$ cat config.mk
export PLATFORM = sky130hd
export DESIGN_NAME = twobit_serial_check
export DESIGN_NICKNAME = d
export VERILOG_FILES = /design/src/rtl/twobit_check_pkg.sv /design/src/rtl/chk_state_reg.sv /design/src/rtl/span_counter.sv /design/src/rtl/chk_compare.sv /design/src/rtl/twobit_serial_check.sv
export SDC_FILE = /design/constraint.sdc
export NUM_CORES = 1
export LEC_CHECK = 0
export ABC_CLOCK_PERIOD_IN_PS = 1500
export BUFFER_PORTS_ARGS = -buffer_cell sky130_fd_sc_hd__buf_4
export CAP_MARGIN = 20
export CORE_UTILIZATION = 46
export CTS_CLUSTER_DIAMETER = 120
export DETAILED_ROUTE_END_ITERATION = 8
export PLACE_DENSITY = 0.71
export RECOVER_POWER = 50
export SLEW_MARGIN = 20
export SYNTH_ARGS = -nofsm -noshare
export SYNTH_HDL_FRONTEND = slang
export SYNTH_SLANG_ARGS = --single-unit
$ cat constraint.sdc
create_clock -name clk -period 1.5 [get_ports clk]
set_input_delay 0.15 -clock clk [delete_from_list [all_inputs] [get_ports clk]]
set_output_delay 0.15 -clock clk [all_outputs]
set_load 0.01 [all_outputs]
$ cat src/rtl/twobit_check_pkg.sv
package twobit_check_pkg;

    localparam int unsigned SPAN_DEFAULT = 65;

    typedef struct packed {
        logic hi;
        logic lo;
    } chk_pair_t;

    localparam chk_pair_t CHK_SEED = '{hi: 1'b0, lo: 1'b0};

    // One step of the two-bit recurrence.
    function automatic chk_pair_t chk_step(input chk_pair_t cur, input logic d);
        chk_pair_t nxt;
        nxt.hi = cur.lo ^ d;
        nxt.lo = (cur.lo ^ d) ^ cur.hi;
        return nxt;
    endfunction

endpackage

$ cat src/rtl/chk_state_reg.sv
module chk_state_reg
    import twobit_check_pkg::*;
(
    input  logic      clk,
    input  logic      rst,
    input  logic      seed_i,
    input  logic      take_i,
    input  logic      bit_i,
    output chk_pair_t state_o
);
    chk_pair_t state_q;
    chk_pair_t state_d;

    always_comb begin
        state_d = state_q;
        if (seed_i) begin
            state_d = take_i ? chk_step(CHK_SEED, bit_i) : CHK_SEED;
        end else if (take_i) begin
            state_d = chk_step(state_q, bit_i);
        end
    end

    always_ff @(posedge clk) begin
        if (rst) state_q <= CHK_SEED;
        else     state_q <= state_d;
    end

    assign state_o = state_q;
endmodule

$ cat src/rtl/span_counter.sv
module span_counter #(
    parameter int unsigned SPAN = 65
) (
    input  logic clk,
    input  logic rst,
    input  logic clr_i,
    input  logic adv_i,
    output logic full_o
);
    localparam int unsigned CNT_W = $clog2(SPAN + 1);
    localparam logic [CNT_W-1:0] LAST = CNT_W'(SPAN);

    logic [CNT_W-1:0] cnt_q;
    logic [CNT_W-1:0] cnt_d;

    always_comb begin
        cnt_d = cnt_q;
        if (clr_i)                       cnt_d = adv_i ? CNT_W'(1) : '0;
        else if (adv_i && cnt_q != LAST) cnt_d = cnt_q + CNT_W'(1);
    end

    always_ff @(posedge clk) begin
        if (rst) cnt_q <= '0;
        else     cnt_q <= cnt_d;
    end

    assign full_o = (cnt_q == LAST);
endmodule

$ cat src/rtl/chk_compare.sv
module chk_compare
    import twobit_check_pkg::*;
(
    input  logic      clk,
    input  logic      rst,
    input  logic      clr_i,
    input  logic      cmp_i,
    input  logic [1:0] rx_i,
    input  chk_pair_t calc_i,
    output logic      mismatch_o
);
    logic mis_q;

    always_ff @(posedge clk) begin
        if (rst || clr_i) mis_q <= 1'b0;
        else if (cmp_i)   mis_q <= (rx_i != {calc_i.hi, calc_i.lo});
    end

    assign mismatch_o = mis_q;
endmodule

$ cat src/rtl/twobit_serial_check.sv
module twobit_serial_check
    import twobit_check_pkg::*;
#(
    parameter int unsigned SPAN       = SPAN_DEFAULT,
    parameter bit          HAS_RX_CMP = 1'b1
) (
    input  logic       clk,
    input  logic       rst,
    input  logic       word_clr_i,
    input  logic       bit_vld_i,
    input  logic       bit_i,
    input  logic       rx_chk_vld_i,
    input  logic [1:0] rx_chk_i,
    output logic [1:0] chk_o,
    output logic       done_o,
    output logic       mismatch_o
);
    chk_pair_t state;
    logic      full;
    logic      take;

    // A bit is absorbed when valid and the span is open; a clear always reopens it.
    assign take = bit_vld_i && (word_clr_i || !full);

    chk_state_reg u_state (
        .clk     (clk),
        .rst     (rst),
        .seed_i  (word_clr_i),
        .take_i  (take),
        .bit_i   (bit_i),
        .state_o (state)
    );

    span_counter #(.SPAN(SPAN)) u_cnt (
        .clk    (clk),
        .rst    (rst),
        .clr_i  (word_clr_i),
        .adv_i  (bit_vld_i),
        .full_o (full)
    );

    generate
        if (HAS_RX_CMP) begin : g_cmp
            chk_compare u_cmp (
                .clk        (clk),
                .rst        (rst),
                .clr_i      (word_clr_i),
                .cmp_i      (rx_chk_vld_i && full),
                .rx_i       (rx_chk_i),
                .calc_i     (state),
                .mismatch_o (mismatch_o)
            );
        end else begin : g_nocmp
            logic unused_rx;
            assign unused_rx  = rx_chk_vld_i ^ ^rx_chk_i;
            assign mismatch_o = 1'b0;
        end
    endgenerate

    assign chk_o  = {state.hi, state.lo};
    assign done_o = full;
endmodule

# Yosys cells after proc, flatten, opt, wreduce, memory -nomap -nowiden
# Index checks and enable logic that the tools add are counted.
# W data, S select, Z words.
dict set report totals {
  out_inout_bits 4
  ff_bits 10
  input_bits 8
  elab_cells 24
}
dict set report classes {
  reduce_logical 8
  eq_ne 3
  bitwise 2
  mux 6
  addsub 1
}
# op n
set op_table {}
lappend op_table {{$mux W7} 2}
lappend op_table {{$add A7 B1 Y7 const B} 1}
lappend op_table {{$eq A7 B7 Y1 const B} 1}
lappend op_table {{$ne A7 B7 Y1 const B} 1}
lappend op_table {{$mux W2} 3}
lappend op_table {{$reduce_bool A2 Y1} 2}
lappend op_table {{$logic_and A1 B1 Y1} 3}
lappend op_table {{$logic_or A1 B1 Y1} 2}
lappend op_table {{$ne A2 B2 Y1} 1}
lappend op_table {{$xor A1 B1 Y1} 2}
lappend op_table {{$logic_not A1 Y1} 1}
lappend op_table {{$mux W1} 1}

# Longest topological paths before layout
# Gate-level depths: netlist of run 1.
dict set report depth {
  ltp_word 6
  depth_mapped 6
}

# By module
# From an unflattened synthesis of run 1, not the netlist that was laid out.
dict set report hier_totals {
  cells_unflattened 66
  hier_area_um2 606.8
}
# module cells_per_inst area_per_inst_um2 seq_area_each_um2 instances
set by_module_without_submodules {}
lappend by_module_without_submodules {span_counter 42 390.4 140.1 1}
lappend by_module_without_submodules {chk_state_reg 15 142.6 40.0 1}
lappend by_module_without_submodules {chk_compare 6 56.3 20.0 1}
lappend by_module_without_submodules {twobit_serial_check 3 17.5 0.0 1}

# Least setup slack after synthesis of run 1
# OpenSTA, ideal clock, no wires.
dict set report synth_timing {
  kind {reg2reg}
  startpoint {register u_cnt.cnt_q[1]}
  endpoint {register u_state.state_q, in the netlist u_state.state_o[0]}
  t_required_ps 1378
  setup_slack_ps 29
  stages_incl_launch_ff 7
  arrival_time_ps 1349
  path_cell_list {dfxtp_1 inv_1 ha_1 nor2b_1 clkbuf_1 and2_2 o311a_1}
}
dict set report synth_via {
  elab_chain_cells 6
  word_cells_on_any_way 7
  classes_between {eq/ne (1); mux (2); reduce/logical (4)}
}
# element line
set synth_lines {}
lappend synth_lines {{from (decl)} span_counter.sv:13} ;# logic [CNT_W-1:0] cnt_q;
lappend synth_lines {{from (signal assigned)} span_counter.sv:24} ;# else cnt_q <= cnt_d;
lappend synth_lines {{$eq A7 B7 Y1 *} span_counter.sv:27} ;# assign full_o = (cnt_q == LAST);
lappend synth_lines {{via done_o} twobit_serial_check.sv:15} ;# output logic done_o,
lappend synth_lines {{$logic_not A1 Y1 *} twobit_serial_check.sv:23} ;# assign take = bit_vld_i && (word_clr_i || !full);
lappend synth_lines {{$logic_or A1 B1 Y1 *} twobit_serial_check.sv:23}
lappend synth_lines {{$logic_and A1 B1 Y1 *} twobit_serial_check.sv:23}
lappend synth_lines {{$mux W2} chk_state_reg.sv:17} ;# state_d = take_i ? chk_step(CHK_SEED, bit_i) : CHK_SEED;
lappend synth_lines {{$mux W2} chk_state_reg.sv:16} ;# if (seed_i) begin
lappend synth_lines {{to (signal assigned)} chk_state_reg.sv:25} ;# else state_q <= state_d;
lappend synth_lines {{to (decl)} chk_state_reg.sv:11} ;# chk_pair_t state_q;
# Mark *: on every way through the listed nets, which the timed path passes. The rest lies on a longest branch.
# A chain may end at the register's enable or synchronous reset.

# Worst setup path after layout of run 1
dict set report layout_timing {
  startpoint {register u_cnt.cnt_q[2]}
  endpoint {register u_cnt.cnt_q[1]}
}
dict set report layout_via {
  elab_chain_cells 3
}
# element line
set layout_lines {}
lappend layout_lines {{$ne A7 B7 Y1} span_counter.sv:19} ;# else if (adv_i && cnt_q != LAST) cnt_d = cnt_q + CNT_W'(1);
lappend layout_lines {{$logic_and A1 B1 Y1} span_counter.sv:19}
lappend layout_lines {{$reduce_bool A2 Y1 (no line)} -}
# Every way passes these cells.

==> out/results.tsv, run 1 <==
stage	metric	value	unit
timing	setup_tns	0	ns
placed_design	placed inst area	712	µm²
timing	Clock Skew	0.00164	ns
global_routing	first-pass GRT wire length	2090	µm
drt	total wire length	1300	µm
floorplan	Die W	38.1	µm
drt	Final ANT Viol Nets	0	
clock_tree	CTS tree	built	
synth	FF+latch count, synth	10	
timing	RSZ-0062 raised after global routing	no	
setup_path	Crit path required time	1.65	ns
setup_path	critical path capture point type	flip-flop	
clock_tree	clock sink count	10	
floorplan	Die ar.	1450	µm²
setup_path	critical path arrival	1.58	ns
placed_design	number of port buffers	11	
drt	drt first pass iters	4	
synth	Ys Warns	0	
synth	top cell type's share of synthesized area	0.333	
power	PD cells	753	nW/µm²
synth	Syn Nets	78	
timing	Min Hold Slack	0.0690	ns
synth	Synth area leader	dfxtp_1	
clock_tree	CTS max path bufs	2	
cells_and_area	final core utilization	0.645	
cells_and_area	commonest non-fill, non-tap cell in the layout	buf_4	
timing	Final min period	1.43	ns
clock_tree	Post-CTS Hold Fix Bufs	0	
drt	drt wl/cell	13.4	µm
global_routing	Global Route Usage Sum	0.216	
synth	Async SR Flop Fraction	0	
placed_design	GP Congestion	0.758	
min_path	Worst Hold Class	primary input to flip-flop	
cells_and_area	layout cells sized above 1	0.325	
timing	number of setup violations in the final report	0	
power	Peak VDD IR	613	µV
synth	Synth cell types	32	
cells_and_area	area of the multi-input gates	383	µm²
cells_and_area	Nets	95	
placed_design	DP HPWL	951	µm
flow_run	Max-cap violations	0	
setup_path	kind of critical path	flip-flop to flip-flop	
synth	proportion of synthesized chip area in sequential cells	0.333	
synth	Synth Flop Type	dfxtp_1	
timing	f_max	700	MHz
cells_and_area	register area	203	µm²
cells_and_area	area delta synth->final	24.2	%
synth	Synth Cell Area	601	µm²
global_routing	largest net degree at the start of global routing	13	
setup_path	startpoint types	flip-flop	
drt	Detailed Route Iter0 Violations	6	
clock_tree	H-tree depth	1	
floorplan	# rows	12	
timing	period utilization	0.952	
floorplan	core area	1160	µm²
synth	Synth Instances	68	
clock_tree	Root Driver	clkbuf_4	
floorplan	DIE HEIGHT	38.1	µm
global_routing	total grt overflow	0	
clock_tree	worst skew pair latency	0.26	ns
clock_tree	CTS buffer count	3	
global_routing	vias in the first global route	469	
timing	Final Hold Fails	0	
drt	via count	552	
cells_and_area	ant diodes	0	
clock_tree	clock-pin slew on the worst setup and hold paths	0.06	ns
drt	Residual DRC	0	
cells_and_area	commonest non-fill, non-tap cells in the layout	buf_4, dfxtp_1, nor2_1	
synth	largest cells by area after synthesis	dfxtp_1, xor2_1, a21oi_1	
timing	Pins Over Slew Limit	0	
timing	Slew headroom	0.723	
synth	Avg Cell Area, Syn	8.83	µm²
timing	actual slew at the worst max-slew pin	0.405	ns
global_routing	antenna violations before repair	0	
drt	drt via density	5.69	
power	P_leak	0.297	nW
floorplan	I/O Pins	12	
synth	Post-synth EDFFs	0	
outcome	status	finished, final reports clean	
cells_and_area	fillers	103	
cells_and_area	fin area	746	µm²
floorplan	Initial Util	0.519	
setup_path	critical path fanouts, max	5	
what timing repair did:
item,in CTS,in global routing
cloned,0,0
buffers inserted,1,0
pin swaps,1,0
resized for setup,3,2
endpoints found under the setup margin,1,2
through the flow:
| stage | worst slack (ns) | power [W] | std cells |
|---|---|---|---|
| 3_3_place_gp | 0.0777 | 0.000384 | 93 |
| 3_5_place_dp | 0.0393 | 0.000387 | 93 |
| 4_1_cts | 0.0000224 | 0.000569 | 97 |
| 6_report | 0.0723 | 0.000561 | 97 |
| 5_1_grt | 0.00609 | 0.000594 | 97 |
| 2_1_floorplan | 0.0295 | 0.000345 | 68 |
logic make-up after synthesis:
kind of cell / count (synthesis) / share of synthesized area
AO/OA/AOI/OAI: 19 / 0.227
XOR/XNOR: 5 / 0.0729
adder cells (fa/ha/maj): 2 / 0.0417
buffers and inverters: 6 / 0.0437
flip-flops: 10 / 0.333
multiplexers: 2 / 0.0375
AND/OR/NAND/NOR: 24 / 0.244
metal layers:
layer	up-vias	global-route usage	wire length, µm	share of wire
li1	285	-	-	-
met1	252	0.291	662	0.51
met2	13	0.305	552	0.42
met3	2	0.0698	69	0.053
met4	0	0.107	19	0.015
met5	-	0	0	0
synthesized netlist by cell type (2+ instances only):
library cell,instances
o21ai_0,2
xor2_1,5
nor2_1,6
buf_2,3
nand2_1,5
inv_1,2
a21oi_1,5
ha_1,2
a31oi_1,3
nand4_1,2
or3_1,2
a211o_2,2
dfxtp_1,10
sequential cells by signal, summed over array words and instances (netlist names):
register                count
g_cmp.u_cmp.mismatch_o      1
u_state.state_o             2
u_cnt.cnt_q                 7
critical path: stages, from the launching register on:
cell	delay, ns
dfxtp_1	0.43
nor4b_4	0.08
buf_4	0.15
buf_4	0.15
a2111o_1	0.41
o31ai_1	0.09
cell type report:
class	instances	area share
sequential	10	0.272
clock buffer	3	0.0302
tap	14	0.0235
multi-input combinational	52	0.513
timing repair buffer	16	0.151
inverter	2	0.0101
power by group:
part           switching, W  leakage, nW  internal, W
Combinational     0.0000503        0.201    0.0000529
Clock             0.0000851       0.0138    0.0000924
Sequential       0.00000672       0.0820     0.000274
worst paths after layout:
kind                                             startpoint                     endpoint  slack, ns  cells past startpoint
worst max register to register  u_cnt.cnt_q[2]$_SDFFE_PP0P_  u_cnt.cnt_q[1]$_SDFFE_PP0P_       0.07                      5
worst max-delay path            u_cnt.cnt_q[2]$_SDFFE_PP0P_  u_cnt.cnt_q[1]$_SDFFE_PP0P_       0.07                      5
worst min register to register  u_cnt.cnt_q[6]$_SDFFE_PP0P_  u_cnt.cnt_q[6]$_SDFFE_PP0P_       0.49                      2
worst min-delay path                                    rst  u_cnt.cnt_q[0]$_SDFFE_PP0P_       0.07                      2
Power figures use the tool's default switching activity.
==> inputs of run 2 (changes only) <==
--- a/config.mk
+++ b/config.mk
@@ -11,9 +11,10 @@
 export CORE_UTILIZATION = 46
 export CTS_CLUSTER_DIAMETER = 120
 export DETAILED_ROUTE_END_ITERATION = 8
-export PLACE_DENSITY = 0.71
+export GPL_TIMING_DRIVEN = 0
+export PLACE_DENSITY = 0.82
 export RECOVER_POWER = 50
-export SLEW_MARGIN = 20
+export SLEW_MARGIN = 0
 export SYNTH_ARGS = -nofsm -noshare
 export SYNTH_HDL_FRONTEND = slang
 export SYNTH_SLANG_ARGS = --single-unit
==> out/results.tsv, run 2 (same netlist as run 1, synthesis figures left out) <==
stage	metric	value	unit	change
drt	Residual DRC	0		unchanged
drt	via count	567		+2.7%
min_path	Hold EP	u_cnt.cnt_q[0]$_SDFFE_PP0P_		
drt	Detailed Route Iter0 Violations	5		-1
cells_and_area	ant diodes	0		unchanged
floorplan	# rows	12		unchanged
setup_path	critical path capture point type	output port		
setup_path	critical path fanouts, max	3		-2
power	total power draw	0.000568	W	+1.1%
global_routing	antenna violations before repair	0		unchanged
floorplan	core area	1160	µm²	unchanged
cells_and_area	commonest non-fill, non-tap cell in the layout	buf_4		
setup_path	startpoint types	flip-flop		
floorplan	Die W	38.1	µm	unchanged
timing	setup_tns	0	ns	unchanged
clock_tree	Root Driver	clkbuf_4		
timing	Clock Skew	0.00400	ns	+0.00236 ns
flow_run	Max-cap violations	0		unchanged
drt	met3 wire length	65	µm	-5.8%
placed_design	GP Congestion	0.752		-0.80%
clock_tree	CTS max path bufs	2		unchanged
clock_tree	H-tree depth	1		unchanged
setup_path	Crit path required time	1.35	ns	-0.30 ns
drt	Final ANT Viol Nets	0		unchanged
setup_path	CP Cell Sequence	inv_2 -> ha_1 -> nor2b_2 -> and2_4 -> buf_4		
setup_path	slowest stage delay, CP	0.32	ns	-0.11 ns
timing	f_max	697	MHz	-0.55%
setup_path	Buf/Inv on CP	2		unchanged
global_routing	largest net degree at the start of global routing	11		-2
drt	total wire length	1330	µm	+2.1%
setup_path	R2R cell count	5		unchanged
power	P_leak	0.302	nW	+1.6%
floorplan	Initial Util	0.519		unchanged
clock_tree	worst skew pair latency	0.26	ns	about the same
drt	drt via density	5.73		+0.64%
drt	drt first pass iters	4		unchanged
cells_and_area	Nets	97		+2.1%
floorplan	DIE HEIGHT	38.1	µm	unchanged
cells_and_area	commonest non-fill, non-tap cells in the layout	buf_4, dfxtp_1, nor2_1		
power	Peak VDD IR	354	µV	-42%
cells_and_area	area delta synth->final	26.9	%	
setup_path	Slowest-stage cell, CP	dfxtp_2		
clock_tree	CTS tree	built		
global_routing	vias in the first global route	518		+10%
setup_path	r2r endpoint	u_state.state_o[1]$_SDFFE_PP0P_		
setup_path	kind of critical path	flip-flop to output port		
setup_path	critical path arrival	1.29	ns	-0.29 ns
setup_path	CP top delay family	simple AND/OR/NAND/NOR gates		
cells_and_area	layout cells sized above 1	0.353		+0.0276
floorplan	Die ar.	1450	µm²	unchanged
drt	wire length on met1	590	µm	-11%
cells_and_area	Largest Register	u_cnt.cnt_q		
timing	Pins Over Slew Limit	0		unchanged
setup_path	Reg2Reg Setup Slack	0.09	ns	+0.02 ns
timing	Slew headroom	0.711		-0.0119
clock_tree	Post-CTS Hold Fix Bufs	0		unchanged
min_path	Min-Delay Path Depth	2		unchanged
drt	top layer used by detailed routing	met4		
timing	final worst slack	0.0645	ns	-0.00783 ns
power	PD cells	745	nW/µm²	-1.0%
drt	WL met2	649	µm	+18%
cells_and_area	max reg flops	7		unchanged
clock_tree	CTS buffer count	3		unchanged
global_routing	total grt overflow	0		unchanged
outcome	status	finished, final reports clean		
placed_design	DP HPWL	837	µm	-12%
global_routing	Global Route Usage Sum	0.232		+0.0157
timing	RSZ-0062 raised after global routing	no		
timing	actual slew at the worst max-slew pin	0.422	ns	+0.0174 ns
timing	Final min period	1.44	ns	+0.00783 ns
floorplan	I/O Pins	12		unchanged
timing	period utilization	0.957		+0.00522
setup_path	worst reg2reg path startpoint	u_cnt.cnt_q[0]$_SDFFE_PP0P_		
placed_design	pre-CTS setup slack	-0.0630	ns	-0.102 ns
timing	Final Hold Fails	0		unchanged
global_routing	first-pass GRT wire length	2210	µm	+5.9%
cells_and_area	final core utilization	0.659		+0.0141
min_path	Worst Min Path Start	rst		
placed_design	number of port buffers	10		-1
timing	number of setup violations in the final report	0		unchanged
clock_tree	clock-pin slew on the worst setup and hold paths	0.06	ns	about the same
min_path	Worst Hold Class	primary input to flip-flop		
drt	drt wl/cell	13.5	µm	about the same
clock_tree	clock sink count	10		unchanged
timing	Min Hold Slack	0.0886	ns	+0.0196 ns
run 2: changes by cell type in the layout (fill, tap and decap cells not counted), sizes merged:
| cell | change |
|---|---|
| clkbuf | +1 |
| buf | +1 |
run 2: how the worst max path moves through the flow:
stage,from,endpoint,slack [ns],cells past startpoint
global placement,u_cnt.cnt_q[1]$_SDFFE_PP0P_,u_state.state_o[0]$_SDFFE_PP0P_,-0.05,6
global route,u_cnt.cnt_q[3]$_SDFFE_PP0P_,done_o,0.02,3
CTS,u_cnt.cnt_q[1]$_SDFFE_PP0P_,u_state.state_o[1]$_SDFFE_PP0P_,0.007,7
detailed placement,u_cnt.cnt_q[1]$_SDFFE_PP0P_,u_state.state_o[0]$_SDFFE_PP0P_,-0.06,6
finish,u_cnt.cnt_q[1]$_SDFFE_PP0P_,done_o,0.06,5
floorplan,u_cnt.cnt_q[1]$_SDFFE_PP0P_,u_state.state_o[0]$_SDFFE_PP0P_,0.03,6
run 2: area by class of cell:
class	count	area, µm²
Fill cell	103	394
Clock buffer	3	22.5
Tap cell	14	17.5
Inverter	2	7.51
Buffer	3	15.0
Timing Repair Buffer	15	105
Multi-Input combinational cell	52	389
Sequential cell	10	205
run 2: worst register-to-register path: cells and delay by family, from the launching register on:
kind / cells / cell delay, ns
multiplexers: 1 / 0.31
adder cells (fa/ha/maj): 1 / 0.19
AND/OR/NAND/NOR: 1 / 0.18
AO/OA/AOI/OAI: 1 / 0.13
flip-flops: 1 / 0.35
buffers and inverters: 1 / 0.14
run 2: what timing repair did:
item	in CTS	in global routing
setup endpoints to repair	4	4
pin swaps	2	1
buffers inserted	5	0
gates resized for setup	10	1
run 2: per-stage QoR:
step | cell area (µm²) | instances
floorplan | 601 | 68
finish | 762 | 99
global placement | 693 | 92
global route | 762 | 99
CTS | 778 | 100
detailed placement | 693 | 92
run 2: power breakdown:
part,switching (W),internal [W],leakage [nW],total (W)
sequential,0.0000102,0.000273,0.0824,0.000283
clock,0.0000845,0.0000923,0.0138,0.000177
combinational,0.0000521,0.0000553,0.206,0.000107
total,0.000147,0.000421,0.302,0.000568
run 2: routing by layer:
metal	GRT usage	vias up
li1	-	283
met1	0.264	260
met2	0.377	15
met3	0.0872	9
met4	0.107	0
met5	0	-
